`config.mk`:
```
export PLATFORM = sky130hd
export DESIGN_NAME = pwm10_gen
export DESIGN_NICKNAME = d
export VERILOG_FILES = /design/src/rtl/pwm10_pkg.sv /design/src/rtl/pwm10_timebase.sv /design/src/rtl/pwm10_shadow.sv /design/src/rtl/pwm10_outstage.sv /design/src/rtl/pwm10_gen.sv
export SDC_FILE = /design/constraint.sdc
export NUM_CORES = 1
export LEC_CHECK = 0
export BUFFER_PORTS_ARGS = -buffer_cell sky130_fd_sc_hd__buf_4
export CORE_MARGIN = 4
export CORE_UTILIZATION = 60
export DETAILED_ROUTE_END_ITERATION = 6
export PLACE_DENSITY_LB_ADDON = 0.3
export SKIP_LAST_GASP = 1
export SLEW_MARGIN = 25
export SYNTH_ARGS = -nofsm -noshare
export SYNTH_HDL_FRONTEND = slang
export SYNTH_HIERARCHICAL = 1
export SYNTH_SLANG_ARGS = --single-unit
```
`constraint.sdc`:
```
create_clock -name clk -period 6 [get_ports clk]
set_clock_uncertainty 0.15 [all_clocks]
set_input_delay 0 -clock clk [delete_from_list [all_inputs] [get_ports clk]]
set_output_delay 0 -clock clk [all_outputs]
set_load 0.005 [all_outputs]
```
`src/rtl/pwm10_pkg.sv`:
```
package pwm10_pkg;

  localparam int FINE_W     = 2;
  localparam int PS_SHIFT_W = 4;
  localparam int SUB_W      = FINE_W + PS_SHIFT_W;

  typedef enum logic [1:0] {
    PS_DIV1  = 2'b00,
    PS_DIV4  = 2'b01,
    PS_DIV16 = 2'b10
  } presc_e;

  function automatic int presc_shift(input logic [1:0] sel);
    if (sel[1])       return 4;
    else if (sel[0])  return 2;
    else              return 0;
  endfunction

  function automatic logic [SUB_W-1:0] sub_limit(input logic [1:0] sel);
    int span;
    span = (1 << (FINE_W + presc_shift(sel))) - 1;
    return SUB_W'(span);
  endfunction

  function automatic logic [FINE_W-1:0] fine_bits(input logic [SUB_W-1:0] sub,
                                                  input logic [1:0]       sel);
    return FINE_W'(sub >> presc_shift(sel));
  endfunction

endpackage

```
`src/rtl/pwm10_timebase.sv`:
```
module pwm10_timebase
  import pwm10_pkg::*;
#(
  parameter int TMR_W = 8,
  localparam int TB_W = TMR_W + FINE_W
) (
  input  logic             clk,
  input  logic             rst_n,
  input  logic             clr_i,
  input  logic             run_i,
  input  logic [TMR_W-1:0] period_i,
  input  logic [1:0]       sel_i,
  output logic [TB_W-1:0]  tb_cur_o,
  output logic [TB_W-1:0]  tb_nxt_o,
  output logic             wrap_o
);

  logic [SUB_W-1:0] sub_q, sub_d;
  logic [TMR_W-1:0] tmr_q, tmr_d;
  logic             sub_last, tmr_last, wrap;
  logic             cnt_en;

  always_comb begin
    sub_last = (sub_q >= sub_limit(sel_i));
    tmr_last = (tmr_q == period_i);
    wrap     = run_i && sub_last && tmr_last;
    cnt_en   = clr_i || run_i;
    sub_d    = sub_q;
    tmr_d    = tmr_q;
    if (clr_i) begin
      sub_d = '0;
      tmr_d = '0;
    end else if (run_i) begin
      sub_d = sub_last ? '0 : sub_q + 1'b1;
      if (wrap)
        tmr_d = '0;
      else if (sub_last)
        tmr_d = tmr_q + 1'b1;
    end
  end

  always_ff @(posedge clk or negedge rst_n) begin
    if (!rst_n) begin
      sub_q <= '0;
      tmr_q <= '0;
    end else if (cnt_en) begin
      sub_q <= sub_d;
      tmr_q <= tmr_d;
    end
  end

  assign tb_cur_o = {tmr_q, fine_bits(sub_q, sel_i)};
  assign tb_nxt_o = {tmr_d, fine_bits(sub_d, sel_i)};
  assign wrap_o   = wrap;

endmodule

```
`src/rtl/pwm10_shadow.sv`:
```
module pwm10_shadow #(
  parameter int DW = 10
) (
  input  logic          clk,
  input  logic          rst_n,
  input  logic          load_i,
  input  logic [DW-1:0] duty_i,
  output logic [DW-1:0] shadow_o
);

  logic [DW-1:0] shadow_q;

  always_ff @(posedge clk or negedge rst_n) begin
    if (!rst_n)
      shadow_q <= '0;
    else if (load_i)
      shadow_q <= duty_i;
  end

  assign shadow_o = shadow_q;

endmodule

```
`src/rtl/pwm10_outstage.sv`:
```
module pwm10_outstage #(
  parameter int DW = 10
) (
  input  logic          clk,
  input  logic          rst_n,
  input  logic          en_i,
  input  logic          set_evt_i,
  input  logic [DW-1:0] duty_in_i,
  input  logic [DW-1:0] shadow_i,
  input  logic [DW-1:0] tb_nxt_i,
  output logic          pwm_o
);

  logic pwm_q, pwm_d;

  always_comb begin
    pwm_d = pwm_q;
    if (!en_i)
      pwm_d = 1'b0;
    else if (set_evt_i)
      pwm_d = (duty_in_i != '0);
    else if (tb_nxt_i == shadow_i)
      pwm_d = 1'b0;
  end

  always_ff @(posedge clk or negedge rst_n) begin
    if (!rst_n)
      pwm_q <= 1'b0;
    else
      pwm_q <= pwm_d;
  end

  assign pwm_o = pwm_q;

endmodule

```
`src/rtl/pwm10_gen.sv`:
```
module pwm10_gen
  import pwm10_pkg::*;
#(
  parameter int TMR_W = 8,
  localparam int DUTY_W = TMR_W + FINE_W
) (
  input  logic              clk,
  input  logic              rst_n,
  input  logic              en_i,
  input  logic [TMR_W-1:0]  period_i,
  input  logic [TMR_W-1:0]  duty_hi_i,
  input  logic [FINE_W-1:0] duty_lo_i,
  input  logic [1:0]        presc_sel_i,
  output logic              pwm_o,
  output logic [DUTY_W-1:0] shadow_duty_o
);

  logic              en_q;
  logic              start, run, wrap, load;
  logic [DUTY_W-1:0] duty_in, tb_cur, tb_nxt;

  always_ff @(posedge clk or negedge rst_n) begin
    if (!rst_n)
      en_q <= 1'b0;
    else
      en_q <= en_i;
  end

  assign start   = en_i && !en_q;
  assign run     = en_i && en_q;
  assign load    = wrap || start;
  assign duty_in = {duty_hi_i, duty_lo_i};

  pwm10_timebase #(.TMR_W(TMR_W)) u_tb (
    .clk      (clk),
    .rst_n    (rst_n),
    .clr_i    (!en_i),
    .run_i    (run),
    .period_i (period_i),
    .sel_i    (presc_sel_i),
    .tb_cur_o (tb_cur),
    .tb_nxt_o (tb_nxt),
    .wrap_o   (wrap)
  );

  pwm10_shadow #(.DW(DUTY_W)) u_shadow (
    .clk      (clk),
    .rst_n    (rst_n),
    .load_i   (load),
    .duty_i   (duty_in),
    .shadow_o (shadow_duty_o)
  );

  pwm10_outstage #(.DW(DUTY_W)) u_out (
    .clk       (clk),
    .rst_n     (rst_n),
    .en_i      (en_i),
    .set_evt_i (load),
    .duty_in_i (duty_in),
    .shadow_i  (shadow_duty_o),
    .tb_nxt_i  (tb_nxt),
    .pwm_o     (pwm_o)
  );

endmodule

```
==> impl_results.md, run 1 <==
* Switching share of power at 0.284
* Die width at between 60 and 70 um
* M1 wire length at approximately 1.8 mm
* Drt wl/cell at around 18 um
* RSZ-0062 raised after global routing: false
* Area after DPL at approximately 0.0020 mm2
* Comb pwr share at 0.261
* Avg Synthesized Cell Area at 9.98 um2
* Reg2reg end: u_out/pwm_o
* Setup TNS at 0 ns
* Crit path largest cell delay at 0.54 ns
* Max IR drop VDD at between 150 and 200 uV
* Setup crit end kind: flop
* Post-route DRC violation count at 0
* WHS Endpoint: u_out/pwm_o
* Post-DRT Antenna Nets at 0
* Final Setup Violations at 0
* CTS tree: yes
* Worst slew margin at 0.558
* Hold Vio Cnt, Final at 0
* Critical Path Start: en_i
* Starting Density at 0.637
* Post-Syn Nets at 210
* Layout cells sized above 1 at 0.242
* Synth Instances at 179
* Synthesized cell area at approximately 0.0018 mm2
* Utilization after layout at 0.778
* Antenna violations before repair at 0
* Crit start category: primary input
* Pint at around 0.27 mW
* H-tree Lvls at 1
* Most frequent cells in the layout: 33 x buf_4, 26 x dfrtp_1, 21 x xor2_1, 13 x dlygate4sd3_1, 13 x a21oi_1
* Critical path type: primary input to flop
* Area delta synth->final at 22.1%
* Slew at the pin closest to its max-slew limit at 0.660 ns
* Outcome: finished clean
* Routed wl met3 at between 400 and 500 um
* Routed wl met2 at roughly 2.2 mm
* Layout Nets at between 200 and 300
* Worst r2r src: u_tb/sub_q[0]
* Critical path arrival at 3.61 ns
* CTS Root Cell: clkbuf_4
* Final hold slack at 0.212 ns
* N_diodes at 0
* Leak at 1.03 nW
* Die area at ~0.0039 mm2
* Final wirelength at between 4 and 5 mm
* CP delay by family, top: simple AND/OR/NAND/NOR gates
* Post-detail-place hpwl at about 3 mm
* Final instance area at between 0.002 and 0.0025 mm2
* Crit path time final at between 3 and 4 ns
* Period utilization at 0.596
* FF-to-FF path depth at 10
* DR top layer: met4
* Critical path's slowest cell: dlygate4sd3_1
* R2r setup slk at 2.72 ns
* Largest net degree at the start of global routing at 27
* Tot GR Track Use at 0.248
* Clk pin slew, worst setup/hold paths at about 0.14 ns
* Pwr/cell area at 171 mW/mm2
* Crit Path Max Fanout at 22
* FP Rows at 19
* Pwr Total at ~0.37 mW
* Worst endpoint required time at just over 6 ns
* Max-slew violations at 0
* MaxCap Viol Count at 0
* Clk_lat worst skew at 0.32 ns
* Vias at 1576
* Avg Vias per Cell at between 6 and 7
* Core area at approximately 0.0028 mm2
* Hold Crit Class: primary input to flop
* Commonest non-fill, non-tap cell in the layout: buf_4
* Die Span Y at 62.6 um
* HP Start: presc_sel_i[1]
* Clock buffer count from CTS at 3
* Port Buffers at 33
* Max Clock Freq at roughly 0.28 GHz
* Net Switching at between 0.1 and 0.15 mW
* Total grt overflow at 0
* Clock share of power at 0.202
* Boundary pin count at 34
* Routability congestion estimate from global placement at approximately 0.93
* Worst hold stages at 5
* Post-CTS Setup Inserts at 0
* DRT iter0 DRCs at 106
* Vias in the first global route at 1586
* Number of clock sinks at 26
* First-pass GRT wire length at ~7.7 mm
* Buf+Inv Stages, Crit Path at 3
* Sequential Power Share at 0.537
* CTS Buffer Depth at 2
* Drt first pass iters at 5
* Yosys Warn Count at 6
* Worst path cell trace: dlygate4sd3_1 > buf_4 > inv_1 > nor2_1 > nand3_1 > o22ai_2 > a31oi_1 > nor2_1 > a32o_1 > xor2_1 > nor4_1 > a31oi_1
## metrics by stage
step                      std cells  setup WS, ns
final                           250          2.42
after global routing            250          2.27
after CTS                       250          2.65
after floorplan                 179          3.35
after detailed placement        233          2.83
after global placement          233          3.02
## power by group through the flow
| stage | sequential (mW) | clock, mW | combinational (mW) |
|---|---|---|---|
| global placement | 0.203 | 0 | 0.0832 |
| detailed placement | 0.203 | 0 | 0.0864 |
| finish | 0.200 | 0.0755 | 0.0972 |
| CTS | 0.200 | 0.0752 | 0.0950 |
| floorplan | 0.202 | 0 | 0.0461 |
| global route | 0.202 | 0.0895 | 0.105 |
## state kept, by name, indices dropped and copies added, names as in the netlist
register and count:
u_out/pwm_o 1, en_q 1, u_tb/tmr_q 8, u_shadow/shadow_o 10, u_tb/sub_q 6
## what timing repair did
action	CTS	global route
gates resized for setup	0	0
hold buffers	14	0
endpoints found under the hold margin	38	0
## routing by layer
layer / track usage / vias up
met4: 0.0937 / 0
met1: 0.324 / 719
li1: - / 738
met3: 0.0468 / 19
met2: 0.406 / 100
met5: 0 / -
## layout make-up
cell class | instances | area, um2
clock buffer | 3 | 22.5
multi-input combinational | 137 | 1050
timing repair buffer | 47 | 398
fill | 174 | 623
inverter | 6 | 22.5
tap | 31 | 38.8
sequential | 26 | 651
## worst min-delay path: cells and delay by family
family | cells | cell delay (ns)
AOI/OAI and AO/OA | 2 | 0.24
xor gates and xnor gates | 1 | 0.17
and+or+nand+nor | 1 | 0.13
buffers and inverters | 1 | 0.11
## how the worst max path moves through the flow
stage	cells after the start	endpoint	slack, ns
after detailed placement	11	u_out/pwm_o	2.83
after floorplan	10	u_out/pwm_o	3.35
after global routing	12	u_out/pwm_o	2.27
after global placement	11	u_out/pwm_o	3.02
after CTS	12	u_out/pwm_o	2.65
final	12	u_out/pwm_o	2.42
No activity file was read; power rests on OpenSTA's default activity.
==> run 2, diff against run 1 <==
- ABC_AREA: unset -> 1
- CORE_UTILIZATION: 60 -> 56
- clock period: 6 -> 3.48 ns (I/O delays scaled with it)
==> run 2 against run 1 <==
Die area rose by 14%. Synthesized cell count increased by 68%. Final area up 9.0%. Critical endpoint unchanged. Critical path type is now flop to flop. Worst setup slack got worse by 1.6 ns. Sequential share of layout area is 2.5 points lower. Clock-buffer cell count rose by 1. Combinational power grew 50%.
==> impl_results.md, run 2 <==
* Outcome: finished clean
* MaxCap Viol Count at 0 (unchanged)
* Place WS at 0.860 ns (-1.97 ns)
* Post-DRT Antenna Nets at 0 (unchanged)
* Pwr/cell area at 267 mW/mm2 (+56%)
* Final worst slack at 0.839 ns (-1.58 ns)
* Tot GR Track Use at 0.210 (-0.0381)
* M1 wire length at 1.96 mm (+6.8%)
* Die area at 0.00446 mm2 (+14%)
* First-pass GRT wire length at 7.20 mm (-6.7%)
* Critical path type: flop to flop
* Drt first pass iters at 4 (-1)
* Commonest non-fill, non-tap cell in the layout: nand2_1
* Leak at 1.32 nW (+27%)
* Routability congestion estimate from global placement at 0.925 (-0.83%)
* Layout cells sized above 1 at 0.138 (-0.104)
* CTS Buffer Depth at 2 (unchanged)
* Setup TNS at 0 ns (unchanged)
* Pwr Total at 0.635 mW (+70%)
* Avg Vias per Cell at 4.99 (-21%)
* Post-detail-place hpwl at 3.16 mm (+4.9%)
* Synthesized cell area at 0.00194 mm2 (+8.4%)
* CTS tree: yes
* Clk_lat worst skew at 0.32 ns (about the same)
* Layout Nets at 379 (+50%)
* Die width at 66.8 um (+6.8%)
* N_diodes at 0 (unchanged)
* Most frequent cells in the layout: 122 x nand2_1, 45 x inv_1, 38 x nor2_1, 33 x buf_4, 26 x dfrtp_1
* Critical Path Start: u_tb/sub_q[3]
* Vias in the first global route at 1710 (+7.8%)
* Number of clock sinks at 26 (unchanged)
* Setup crit end kind: flop
* Die Span Y at 66.8 um (+6.8%)
* Routed wl met3 at 294 um (-30%)
* Pint at 0.457 mW (+71%)
* Port Buffers at 33 (unchanged)
* Synth Instances at 301 (+68%)
* Crit Path Max Fanout at 16 (-27%)
* Routed wl met2 at 2.07 mm (-5.5%)
* FP Rows at 21 (+2)
* Max Clock Freq at about 0.38 GHz
* Crit path time final at roughly 2.6 ns
* Switching share of power at 0.280 (-0.00359)
* H-tree Lvls at 1 (unchanged)
* Period utilization at 0.759
* RSZ-0062 raised after global routing: false
* Worst slew margin at 0.617 (+0.0596)
* Max IR drop VDD at 205 uV (+35%)
* Hold Crit Class: primary input to flop
* Comb pwr share at 0.231 (-0.030)
* Sequential Power Share at 0.531 (-0.006)
* Core area at 0.00334 mm2 (+19%)
* Worst hold stages at 9 (+4)
* Total grt overflow at 0 (unchanged)
* Clock buffer count from CTS at 3 (unchanged)
* Drt wl/cell at 11.1 um (-39%)
* Worst endpoint required time at 3.55 ns (-2.49 ns)
* Clk pin slew, worst setup/hold paths at 0.14 ns (about the same)
* Slew at the pin closest to its max-slew limit at 0.573 ns (-0.0870 ns)
* Worst r2r src: u_tb/sub_q[3]
* Starting Density at 0.580 (-0.0565)
* Critical path arrival at 2.71 ns (-0.90 ns)
* Avg Synthesized Cell Area at 6.43 um2 (-36%)
* Clock share of power at 0.239 (+0.037)
* Utilization after layout at 0.713 (-0.0651)
* FF-to-FF path depth at 17 (+7)
* Antenna violations before repair at 0 (unchanged)
* Vias at 1960 (+24%)
* Net Switching at 0.178 mW (+68%)
* HP Start: period_i[5]
* Post-CTS Setup Inserts at 0 (unchanged)
* CTS Root Cell: clkbuf_4
* DRT iter0 DRCs at 186 (+75%)
* Largest net degree at the start of global routing at 27 (unchanged)
* Yosys Warn Count at 6 (unchanged)
* Max FFs per register at 10 (unchanged)
* Max-slew violations at 0 (unchanged)
* Area delta synth->final at 22.8%
* Final wirelength at 4.37 mm (-3.8%)
* Post-Syn Nets at 332 (+58%)
* Hold Vio Cnt, Final at 0 (unchanged)
* Crit start category: flop
* Post-route DRC violation count at 0 (unchanged)
* Final Setup Violations at 0 (unchanged)
* Boundary pin count at 34 (unchanged)
* DR top layer: met4
## run 2: routing by layer
layer | vias to the layer above | GRT usage
li1 | 1005 | -
met1 | 870 | 0.268
met2 | 79 | 0.356
met3 | 6 | 0.0354
met4 | 0 | 0.0711
met5 | - | 0
## run 2: metrics by stage
step                      std cells  hold WS (ns)  instance area (um2)
after CTS                       393         0.150                 2380
final                           393         0.177                 2380
after global placement          375        -0.226                 2190
after global routing            393         0.207                 2380
after detailed placement        375        -0.228                 2190
after floorplan                 301        -0.446                 1940
## run 2: final cells by class
class | count | area, um2
Multi-Input combinational cell | 224 | 1060
Fill cell | 279 | 958
Clock buffer | 4 | 36.3
Inverter | 46 | 173
Timing Repair Buffer | 47 | 398
Sequential cell | 26 | 651
Tap cell | 46 | 57.6
## run 2: worst paths after layout
| path | to | slack (ns) |
|---|---|---|
| setup / recovery | u_out/pwm_o | 0.84 |
| hold / removal | u_tb/tmr_q[1] | 0.18 |
| setup reg to reg | u_out/pwm_o | 0.84 |
| hold reg to reg | u_shadow/shadow_o[7] | 0.39 |
| max in group asynchronous | u_shadow/shadow_o[4] | 2.47 |
| min in group asynchronous | u_tb/tmr_q[1] | 0.56 |
## run 2: timing repair
| item | in CTS | in global routing |
|---|---|---|
| hold endpoints to repair | 41 | 0 |
| resized for setup | 0 | 0 |
| hold buffers | 14 | 0 |
## run 2: power groups by stage
stage	combinational, mW	sequential, mW	clock [mW]
after global placement	0.125	0.342	0
after CTS	0.144	0.337	0.155
final	0.146	0.337	0.151
after floorplan	0.0676	0.341	0
after detailed placement	0.129	0.342	0
after global routing	0.164	0.340	0.169
## run 2: worst max-delay path, cell delays in order, from the launching register on
cell	delay [ns]
dfrtp_1	0.47
ha_1	0.33
nand2_1	0.07
nand2_1	0.08
a21oi_4	0.21
nand2_2	0.22
nand2_1	0.21
nand2_1	0.07
nand2_1	0.06
inv_1	0.05
nor2_1	0.14
nand2_1	0.08
nand2_1	0.06
nand2_1	0.05
nor2_1	0.09
nand3_1	0.09
nand2_1	0.08
a21oi_2	0.05
